`src/rtl/burst_pkg.sv`:
```
package burst_pkg;

    localparam int unsigned BURST_BEAT_W = 2;

    typedef enum logic {
        ORD_LINEAR     = 1'b0,
        ORD_INTERLEAVE = 1'b1
    } burst_order_e;

    typedef enum logic [1:0] {
        CMD_HOLD = 2'd0,
        CMD_LOAD = 2'd1,
        CMD_STEP = 2'd2
    } burst_cmd_e;

    function automatic burst_cmd_e decode_cmd(input logic ce, input logic adv_ld);
        burst_cmd_e c;
        if (!ce)
            c = CMD_HOLD;
        else if (!adv_ld)
            c = CMD_LOAD;
        else
            c = CMD_STEP;
        return c;
    endfunction

endpackage

```
`src/rtl/burst_base_reg.sv`:
```
module burst_base_reg
    import burst_pkg::*;
#(
    parameter int unsigned ADDR_W = 20
) (
    input  logic              clk,
    input  logic              rst,
    input  burst_cmd_e        cmd,
    input  logic [ADDR_W-1:0] base_in,
    output logic [ADDR_W-1:0] base_q
);
    always_ff @(posedge clk) begin
        if (rst)
            base_q <= '0;
        else if (cmd == CMD_LOAD)
            base_q <= base_in;
    end
endmodule

```
`src/rtl/burst_beat_ctr.sv`:
```
module burst_beat_ctr
    import burst_pkg::*;
#(
    parameter int unsigned BEAT_W = BURST_BEAT_W
) (
    input  logic              clk,
    input  logic              rst,
    input  burst_cmd_e        cmd,
    output logic [BEAT_W-1:0] cnt_q
);
    localparam logic [BEAT_W-1:0] ONE = BEAT_W'(1);

    always_ff @(posedge clk) begin
        if (rst) begin
            cnt_q <= '0;
        end else begin
            unique case (cmd)
                CMD_LOAD: cnt_q <= '0;
                CMD_STEP: cnt_q <= cnt_q + ONE;
                default:  cnt_q <= cnt_q;
            endcase
        end
    end
endmodule

```
`src/rtl/burst_order_map.sv`:
```
module burst_order_map
    import burst_pkg::*;
#(
    parameter int unsigned BEAT_W = BURST_BEAT_W
) (
    input  logic [BEAT_W-1:0] start_lo,
    input  logic [BEAT_W-1:0] beat,
    input  burst_order_e      order,
    output logic [BEAT_W-1:0] lo_out
);
    logic [BEAT_W-1:0] lin_lo;
    logic [BEAT_W-1:0] ilv_lo;

    assign lin_lo = start_lo + beat;

    for (genvar i = 0; i < BEAT_W; i++) begin : g_ilv
        assign ilv_lo[i] = start_lo[i] ^ beat[i];
    end

    always_comb begin
        unique case (order)
            ORD_INTERLEAVE: lo_out = ilv_lo;
            default:        lo_out = lin_lo;
        endcase
    end
endmodule

```
`src/rtl/burst_addr_gen.sv`:
```
module burst_addr_gen
    import burst_pkg::*;
#(
    parameter int unsigned ADDR_W = 20,
    parameter int unsigned BEAT_W = BURST_BEAT_W
) (
    input  logic              clk,
    input  logic              rst,
    input  logic              ce,
    input  logic              adv_ld,
    input  logic [ADDR_W-1:0] base_addr,
    input  logic              order_sel,
    output logic [ADDR_W-1:0] addr_out
);
    localparam int unsigned HI_W = ADDR_W - BEAT_W;

    burst_cmd_e        cmd;
    logic [ADDR_W-1:0] base_q;
    logic [BEAT_W-1:0] cnt_q;
    logic [BEAT_W-1:0] lo_now;

    assign cmd = decode_cmd(ce, adv_ld);

    burst_base_reg #(.ADDR_W(ADDR_W)) u_base (
        .clk     (clk),
        .rst     (rst),
        .cmd     (cmd),
        .base_in (base_addr),
        .base_q  (base_q)
    );

    burst_beat_ctr #(.BEAT_W(BEAT_W)) u_ctr (
        .clk   (clk),
        .rst   (rst),
        .cmd   (cmd),
        .cnt_q (cnt_q)
    );

    burst_order_map #(.BEAT_W(BEAT_W)) u_map (
        .start_lo (base_q[BEAT_W-1:0]),
        .beat     (cnt_q),
        .order    (burst_order_e'(order_sel)),
        .lo_out   (lo_now)
    );

    assign addr_out = {base_q[ADDR_W-1 -: HI_W], lo_now};
endmodule

```
`config.mk`:
```
export PLATFORM = sky130hd
export DESIGN_NAME = burst_addr_gen
export DESIGN_NICKNAME = d
export VERILOG_FILES = /design/src/rtl/burst_pkg.sv /design/src/rtl/burst_base_reg.sv /design/src/rtl/burst_beat_ctr.sv /design/src/rtl/burst_order_map.sv /design/src/rtl/burst_addr_gen.sv
export SDC_FILE = /design/constraint.sdc
export NUM_CORES = 1
export LEC_CHECK = 0
export BUFFER_PORTS_ARGS = -buffer_cell sky130_fd_sc_hd__clkbuf_2
export CAP_MARGIN = 20
export CORE_MARGIN = 5
export CORE_UTILIZATION = 50
export CTS_BUF_LIST = sky130_fd_sc_hd__clkbuf_16
export CTS_CLUSTER_SIZE = 25
export DETAILED_ROUTE_END_ITERATION = 6
export GPL_TIMING_DRIVEN = 0
export PLACE_DENSITY = 0.85
export RECOVER_POWER = 25
export REMOVE_ABC_BUFFERS = 1
export SYNTH_ARGS = -nofsm -noshare
export SYNTH_HDL_FRONTEND = slang
export SYNTH_HIERARCHICAL = 1
export SYNTH_SLANG_ARGS = --single-unit
```
`constraint.sdc`:
```
create_clock -name clk -period 3.2 [get_ports clk]
set_input_delay 0.64 -clock clk [delete_from_list [all_inputs] [get_ports clk]]
set_output_delay 0.64 -clock clk [all_outputs]
set_load 0.05 [all_outputs]
```
==> impl_metrics.csv, run 1 <==
group,metric,value,unit
sta,worst_slew_pin_slew,0.6516,ns
power_and_ir_drop,switching_share,26.02,%
sta,holdWs,0.4664,ns
route,dr.pass1.iters,4,
synth,seq_area_frac_synth,41.17,%
global_route,grt-busiest-layer,"met2",
route,ant_nets,0,
sta,finalSetupViolCount,0,
cells_and_area,syn_to_final_growth,25.15,%
setup_path,path_max_fanout,22,
sta,rsz0062_at_grt,"no",
route,drt-initial-drc-count,5,
route,wl_per_cell,13.73,µm
power_and_ir_drop,p_leak,0.5307,nW
run,max_cap_violations,0,
floorplanning,die_y,56.26,µm
clock_network,cts_tree,"built",
status,status,"finished, final reports clean",
setup_path,crit_path_top_delay_cell,"nor2b_1",
setup_path,crit_buf_inv,2,
clock_network,path_clk_slew,0.05,ns
sta,maxSlewHeadroom,56.47,%
cells_and_area,n_antenna_cell,0,
floorplanning,pin_count,45,
route,viasPerCell,5.173,
setup_path,required,3.34,ns
global_route,grt_pass1_wl,3974,µm
setup_path,crit_chain,"clkbuf_2 -> and2b_2 -> nor2b_1 -> buf_4 -> o21ai_1",
sta,finalCriticalPeriod,2.040,ns
sta,hold_viol_final,0,
setup_path,crit_cells,5,
synth,synthTopCellsByArea,"dfxtp_1 (41%), nand4bb_1 (21%), nand2b_1 (12%)",
synth,yosys_warnings,6,
synth,synth_area_per_cell,9.905,µm²
floorplanning,die_w,56.26,µm
cells_and_area,multi_input_area,570.5,µm²
cells_and_area,seq_area,440.4,µm²
setup_path,path_delay_family,"simple AND/OR/NAND/NOR gates",
route,drc,0,
global_route,overflow,0,
clock_network,postCtsSetupBuffers,0,
global_route,grt_max_degree,43,
placed_design,place_area,1276,µm²
clock_network,htree_num_levels,1,
synth,netlist_area,1070,µm²
cells_and_area,layout_common_cells,"clkbuf_2 (34), dfxtp_1 (22), nand2b_1 (20), nand4bb_1 (20), o21ai_1 (20)",
floorplanning,initial_core_util,53.44,%
synth,synth_top_area_share,41.17,%
cells_and_area,final_cell_area,1339,µm²
setup_path,r2r-end,"u_ctr/cnt_q[1]",
floorplanning,row_count,16,
placed_design,dp_cells,170,
setup_path,r2r-start,"u_ctr/cnt_q[0]",
clock_network,postCtsHoldBufs,0,
power_and_ir_drop,p_per_area,495.6,nW/µm²
global_route,antenna_found_initial,0,
setup_path,cp-start-kind,"input pin",
clock_network,cts-root-buf,"clkbuf_16",
placed_design,dp_hpwl,1660,µm
synth,synth_cells,108,
cells_and_area,instances_no_fill,173,
placed_design,io_buffer_count,44,
synth,synth_top_area_cell,"dfxtp_1",
setup_path,cpPeakStageDelay,0.60,ns
power_and_ir_drop,power.share.sequential,44.1,%
min_path,hold_class,"register to register",
cells_and_area,fillers,182,
floorplanning,coreArea,2002,µm²
setup_path,r2r_slack,2.39,ns
sta,setup_tns,0,ns
global_route,first_global_vias,922,
cells_and_area,final_util,66.88,%
setup_path,worstSetupStartpoint,"adv_ld",
power_and_ir_drop,switchingPower,0.0001727,W
setup_path,r2r_cells,3,
sta,fin_skew,0.0002399,ns
global_route,gr-usage-met3,5.505,%
placed_design,gp_congestion,0.7325,
route,vias,895,
global_route,track_usage,15.90,%
clock_network,clock-sinks,22,
setup_path,crit_type,"input pin to register",
power_and_ir_drop,p_int,0.0004909,W
setup_path,cp.arrival,2.18,ns
route,routed_wl,2376,µm
sta,drv_slew,0,
synth,synth.distinct_cells,19,
setup_path,endpoint_kind,"register",
global_route,grtUsageMet2,28.05,%
power_and_ir_drop,p_clk_share,38.5,%
cells_and_area,layout_commonest_cell,"clkbuf_2",
setup_path,crit_path_end,"u_base/base_q[19]",
floorplanning,die-area,3165,µm²
global_route,grt_util_met1,16.92,%
cells_and_area,final_nets,175,
sta,post-route-period-util,63.74,%
clock_network,cts_buffer_depth,2,
clock_network,worst_skew_pair.late_latency,0.25,ns
power_and_ir_drop,p_comb_share,17.4,%
clock_network,cts_buffers,3,
synth,ys_ff_latch,22,
cells_and_area,layout-drive-gt1-share,29.45,%
power_and_ir_drop,irDropWorstVdd,0.3755,mV
clock_network,cts_resized,0,
sta,max_clock_freq,0.4902,GHz
## flip-flops by register name, indices dropped and copies added (netlist names)
register	cells
u_ctr/cnt_q	2
u_base/base_q	20
## layout make-up
cell class                 instances  share of cell area (%)
inverter                           1                  0.2804
tap                               27                   2.523
timing repair buffer              45                   16.07
clock buffer                       3                   5.607
sequential                        22                   32.90
multi-input combinational         75                   42.62
## per-stage QoR
stage	setup slack, ns	power (W)
after floorplan	1.064	0.0003769
after global placement	0.5985	0.0004114
after detailed placement	0.8799	0.0004160
after CTS	1.141	0.0006725
after global routing	1.018	0.0006877
final	1.160	0.0006635
## layer usage
layer | part of all wire, % | vias to the layer above
met5 | 0 | -
met4 | 1.7 | 0
met3 | 8.6 | 5
met2 | 47 | 33
met1 | 43 | 400
li1 | - | 457
## how the worst min path moves through the flow
stage               slack, ns                 to  cells after the start               from
floorplan                0.45   u_base/base_q[0]                      2   u_base/base_q[0]
finish                   0.47   u_base/base_q[5]                      2   u_base/base_q[5]
CTS                      0.47   u_base/base_q[7]                      2   u_base/base_q[7]
global route             0.48  u_base/base_q[15]                      2  u_base/base_q[15]
global placement         0.45   u_base/base_q[9]                      2   u_base/base_q[9]
detailed placement       0.45   u_base/base_q[3]                      2   u_base/base_q[3]
## power groups by stage
stage / logic, W / registers, W / clock network [W]
final: 0.000116 / 0.000293 / 0.000255
after global routing: 0.000125 / 0.000294 / 0.000269
after CTS: 0.000118 / 0.000293 / 0.000262
after detailed placement: 0.000118 / 0.000298 / 0
after global placement: 0.000114 / 0.000298 / 0
after floorplan: 0.0000435 / 0.000333 / 0
## kinds of logic (layout without fill, tap and decap cells)
family | count (synthesis) | in the layout | share of synthesized area (%)
and+or+nand+nor | 48 | 48 | 37.43
AOI/OAI and AO/OA | 22 | 22 | 10.99
DFF | 22 | 22 | 41.17
buffers and inverters | 11 | 49 | 5.496
adders and majority gates | 2 | 2 | 2.339
xor gates and xnor gates | 2 | 2 | 1.638
muxes | 1 | 1 | 0.9357
## synth_stat cells
master,count
nand4bb_1,20
nor2b_2,1
o21ai_2,1
buf_4,2
inv_1,1
buf_2,6
xnor2_1,2
ha_1,2
and2b_2,1
nand2b_1,20
dfxtp_1,22
o21ai_1,20
nor2b_1,2
nand3_1,1
nor2_1,2
mux2i_1,1
a21oi_2,1
and2_2,1
clkbuf_2,2
## worst reg2reg max path, delay by kind of cell (launching register included)
kind / cells / cell delay (ns)
AO/OA/AOI/OAI: 2 / 0.21
flip-flops: 1 / 0.39
AND/OR/NAND/NOR: 1 / 0.08
Note: power is estimated with default switching activity, not from simulation.
==> inputs of run 2 (changes only) <==
Settings changed: CORE_UTILIZATION 50 to 42, PLACE_DENSITY 0.85 to 0.76.
Clock period 3.2 ns to 1.75 ns, I/O delays scaled along.
==> run 2 against run 1 <==
Register-to-register slack worse by 1.4 ns. Sequential share of layout area shrank 0.33 points. Power is 86% higher. Final cell count up 2.3%. Critical path depth is 1 lower. Critical path type is now register to primary output.
==> impl_metrics.csv, run 2 (same netlist as run 1, synthesis figures left out) <==
group,metric,value,unit
status,status,"finished, final reports clean",
clock_network,htree_num_levels,1,
floorplanning,coreArea,2455,µm²
setup_path,path_max_fanout,4,
clock_network,clock-sinks,22,
clock_network,cts_tree,"built",
global_route,first_global_vias,952,
global_route,grt_max_degree,43,
floorplanning,row_count,18,
run,max_cap_violations,0,
global_route,antenna_found_initial,0,
power_and_ir_drop,irDropWorstVdd,0.5975,mV
setup_path,endpoint_kind,"primary output",
route,drt-initial-drc-count,14,
route,dr.pass1.iters,4,
clock_network,path_clk_slew,0.06,ns
cells_and_area,largest_reg_flops,20,
cells_and_area,instances_no_fill,177,
floorplanning,initial_core_util,43.58,%
power_and_ir_drop,p_leak,0.5349,nW
global_route,track_usage,14.85,%
global_route,overflow,0,
clock_network,postCtsHoldBufs,0,
cells_and_area,final_cell_area,1356,µm²
cells_and_area,n_antenna_cell,0,
sta,finalCriticalPeriod,1.609,ns
cells_and_area,top_regs,"u_base/base_q: 20 flops, u_ctr/cnt_q: 2 flops",
sta,post-route-period-util,91.96,%
sta,rsz0062_at_grt,"no",
power_and_ir_drop,p_per_area,908.2,nW/µm²
cells_and_area,layout-drive-gt1-share,30.61,%
sta,fin_skew,0.00009234,ns
floorplanning,die_y,60.47,µm
cells_and_area,top_register,"u_base/base_q",
sta,maxSlewHeadroom,59.98,%
setup_path,cp-start-kind,"register",
sta,setup_tns,0,ns
route,viasPerCell,5.164,
placed_design,place_area,1284,µm²
clock_network,cts_buffer_depth,2,
sta,max_clock_freq,0.6214,GHz
sta,finalSetupViolCount,0,
cells_and_area,layout_common_cells,"clkbuf_2 (33), dfxtp_1 (21), nand2b_1 (20), nand4bb_1 (20), o21ai_1 (20)",
setup_path,crit_type,"register to primary output",
cells_and_area,syn_to_final_growth,26.78,%
placed_design,dp_hpwl,1712,µm
floorplanning,die_w,60.47,µm
sta,drv_slew,0,
placed_design,dp_cells,173,
setup_path,required,1.40,ns
floorplanning,pin_count,45,
min_path,hold_class,"input pin to register",
sta,holdWs,0.3532,ns
route,vias,914,
setup_path,cp.arrival,1.26,ns
clock_network,cts-root-buf,"clkbuf_16",
sta,worst_slew_pin_slew,0.6028,ns
route,ant_nets,0,
placed_design,io_buffer_count,44,
cells_and_area,layout_commonest_cell,"clkbuf_2",
floorplanning,die-area,3657,µm²
sta,hold_viol_final,0,
cells_and_area,final_nets,175,
global_route,grt_pass1_wl,4091,µm
route,drc,0,
placed_design,gp_congestion,0.6443,
clock_network,cts_buffers,3,
clock_network,worst_skew_pair.late_latency,0.25,ns
route,routed_wl,2513,µm
route,wl_per_cell,14.20,µm
-- run 2: cell count changes in the layout (fill, tap and decap cells not counted), sizes merged --
cell    delta
buf        +1
clkbuf     -1
clkinv     +1
-- run 2: final timing paths --
kind | cells past startpoint | from | end | slack [ns]
min | 3 | base_addr[16] | u_base/base_q[16] | 0.35
min reg2reg | 2 | u_base/base_q[6] | u_base/base_q[6] | 0.47
max reg2reg | 3 | u_ctr/cnt_q[0] | u_ctr/cnt_q[1] | 0.99
max | 4 | u_ctr/cnt_q[0] | addr_out[1] | 0.14
-- run 2: where the power goes --
part	total [W]	internal, W	switching, W
registers	0.000535	0.000523	0.0000119
clock network	0.000481	0.000305	0.000177
logic	0.000215	0.0000750	0.000140
-- run 2: area by class of cell --
class                      count  area, µm²
inverter                       1      3.754
multi-input combinational     75      573.1
timing repair buffer          45      221.5
sequential                    22      441.7
clock buffer                   3      75.07
tap                           30      37.54
clock inverter                 1      3.754
fill                         232       1099
-- run 2: per-stage QoR --
stage	total power, W	utilization [%]	setup slack, ns
after global placement	0.0007531	51.83	-0.5588
after CTS	0.001241	55.61	0.03997
final	0.001232	55.25	0.1407
after global routing	0.001278	55.25	0.06206
after floorplan	0.0006891	-	-0.03463
after detailed placement	0.0007635	52.29	-0.2182
-- run 2: worst max-delay path, cell delays in order (launching register included) --
cell and delay (ns):
dfxtp_2 0.36, ha_1 0.15, nor2b_1 0.16, xnor2_1 0.13
buf_4 0.21
-- run 2: repair_timing --
item | CTS | global route
buffers inserted | 0 | 0
pin swaps | 0 | 0
setup endpoints to repair | 1 | 13
gates resized for setup | 1 | 3
-- run 2: layer usage --
| metal | wire length (µm) | global-route usage [%] |
|---|---|---|
| met5 | 0 | 0 |
| met1 | 1024 | 16.97 |
| met4 | 17 | 5.573 |
| met3 | 190 | 4.681 |
| met2 | 1281 | 25.93 |
==> inputs of run 3 (changes only) <==
Settings changed: SETUP_SLACK_MARGIN set to 0.4.
==> run 3 against run 2 <==
Clock power shrank 1%. Highest routed layer unchanged. Critical endpoint unchanged. Global-route usage grew 0.74 points. Final area grew 8.8%. First-iteration DRC count grew 14%. Critical path type unchanged. Flip-flop and latch count is the same. Setup slack gained 0.082 ns. Core utilization grew 4.8 points.
==> impl_metrics.csv, run 3 (same netlist as run 1, synthesis figures left out) <==
group,metric,value,unit
route,routed_wl,2661,µm
sta,setup_tns,0,ns
placed_design,io_buffer_count,44,
cells_and_area,n_antenna_cell,0,
min_path,hold_class,"input pin to register",
setup_path,cpPeakStageDelay,0.34,ns
cells_and_area,final_cell_area,1475,µm²
global_route,antenna_found_initial,0,
cells_and_area,layout_commonest_cell,"clkbuf_2",
cells_and_area,syn_to_final_growth,37.89,%
route,vias,957,
power_and_ir_drop,irDropWorstVdd,0.5873,mV
placed_design,dp_hpwl,1712,µm
cells_and_area,top_regs,"u_base/base_q: 20 flops, u_ctr/cnt_q: 2 flops",
cells_and_area,final_util,60.09,%
clock_network,cts_buffer_depth,2,
cells_and_area,top_register,"u_base/base_q",
power_and_ir_drop,p_per_area,850.4,nW/µm²
sta,worst_slew_pin_slew,0.5951,ns
global_route,grt_pass1_wl,4278,µm
sta,rsz0062_at_grt,"yes",
status,status,"finished, final reports clean",
placed_design,dp_slack,-0.2182,ns
setup_path,required,1.40,ns
route,dr.pass1.iters,4,
power_and_ir_drop,p_leak,0.6069,nW
placed_design,place_area,1284,µm²
sta,fin_skew,0.0001051,ns
route,ant_nets,0,
cells_and_area,layout-drive-gt1-share,40.52,%
sta,max_clock_freq,0.6550,GHz
floorplanning,row_count,18,
clock_network,path_clk_slew,0.06,ns
floorplanning,die-area,3657,µm²
cells_and_area,final_nets,181,
clock_network,worst_skew_pair.late_latency,0.25,ns
floorplanning,coreArea,2455,µm²
setup_path,crit_chain,"ha_4 -> nor2b_4 -> xnor2_2 -> buf_8",
sta,post-route-period-util,87.25,%
power_and_ir_drop,power,0.001255,W
run,max_cap_violations,0,
global_route,track_usage,15.59,%
setup_path,cp.arrival,1.18,ns
setup_path,crit_path_top_delay_cell,"dfxtp_2",
route,drt-initial-drc-count,16,
global_route,overflow,0,
setup_path,cp-start-kind,"register",
setup_path,endpoint_kind,"primary output",
clock_network,htree_num_levels,1,
clock_network,cts_buffers,3,
sta,maxSlewHeadroom,60.25,%
placed_design,gp_congestion,0.6443,
clock_network,cts_tree,"built",
global_route,grt_max_degree,43,
floorplanning,die_w,60.47,µm
clock_network,clock-sinks,22,
setup_path,path_max_fanout,2,
global_route,first_global_vias,962,
route,viasPerCell,5.230,
route,wl_per_cell,14.54,µm
sta,finalCriticalPeriod,1.527,ns
floorplanning,die_y,60.47,µm
cells_and_area,layout_common_cells,"clkbuf_2 (40), nand2b_1 (20), nand4bb_1 (20), dfxtp_1 (20), o21ai_1 (13)",
route,drc,0,
clock_network,postCtsHoldBufs,0,
sta,drv_slew,0,
sta,hold_viol_final,0,
sta,worst_slack,0.2232,ns
clock_network,cts-root-buf,"clkbuf_16",
cells_and_area,largest_reg_flops,20,
floorplanning,initial_core_util,43.58,%
sta,finalSetupViolCount,0,
setup_path,crit_type,"register to primary output",
floorplanning,pin_count,45,
run 3: changes by cell type in the layout (fill, tap and decap cells not counted), moves of 2 or more:
cell / delta
buf_4: +4
clkbuf_1: -8
clkbuf_2: +7
o21ai_0: +7
o21ai_1: -7
xnor2_1: -2
xnor2_2: +2
run 3: final cells by class:
| cell class | count | area [µm²] |
|---|---|---|
| multi-input combinational | 76 | 615.6 |
| sequential | 22 | 442.9 |
| tap | 30 | 37.54 |
| fill | 218 | 979.7 |
| clock buffer | 3 | 75.07 |
| inverter | 1 | 3.754 |
| timing repair buffer | 50 | 296.5 |
| clock inverter | 1 | 3.754 |
run 3: path summary, 6_finish.rpt:
kind,startpoint,end,slack [ns],depth (start not counted)
setup / recovery,u_ctr/cnt_q[0],addr_out[1],0.22,4
hold / removal,base_addr[10],u_base/base_q[10],0.35,3
setup reg to reg,u_ctr/cnt_q[0],u_ctr/cnt_q[1],0.86,4
hold reg to reg,u_base/base_q[6],u_base/base_q[6],0.46,2
run 3: worst max-delay path: cells and delay by family (launching register included):
kind / cells / cell delay [ns]
XOR/XNOR: 1 / 0.15
AND/OR/NAND/NOR: 1 / 0.12
adder cells (fa/ha/maj): 1 / 0.15
flip-flops: 1 / 0.34
buffers and inverters: 1 / 0.17
run 3: routing by layer:
layer / vias to the layer above / global-route usage (%) / routed length, µm
met4: 0 / 5.573 / 17
met2: 26 / 27.31 / 1393
met3: 2 / 4.681 / 201
li1: 474 / - / -
met5: - / 0 / 0
met1: 455 / 18.01 / 1049
run 3: power by group:
part	switching, W	internal [W]	total [W]
sequential	0.0000126	0.000523	0.000536
combinational	0.000147	0.0000966	0.000243
clock	0.000171	0.000304	0.000475
run 3: per-stage QoR:
step / hold WS, ns / instances
final: 0.3526 / 183
after global routing: 0.3634 / 183
after CTS: 0.3511 / 179
after detailed placement: 0.4552 / 173
after global placement: 0.4520 / 172
after floorplan: 0.4124 / 98
run 3: what timing repair did:
item / 4_1_cts / 5_1_grt
gates cloned: 1 / 0
endpoints found under the setup margin: 24 / 4
pin swaps: 2 / 1
resized for setup: 14 / 4
buffers inserted: 1 / 4
hold endpoints to repair: 0 / 0
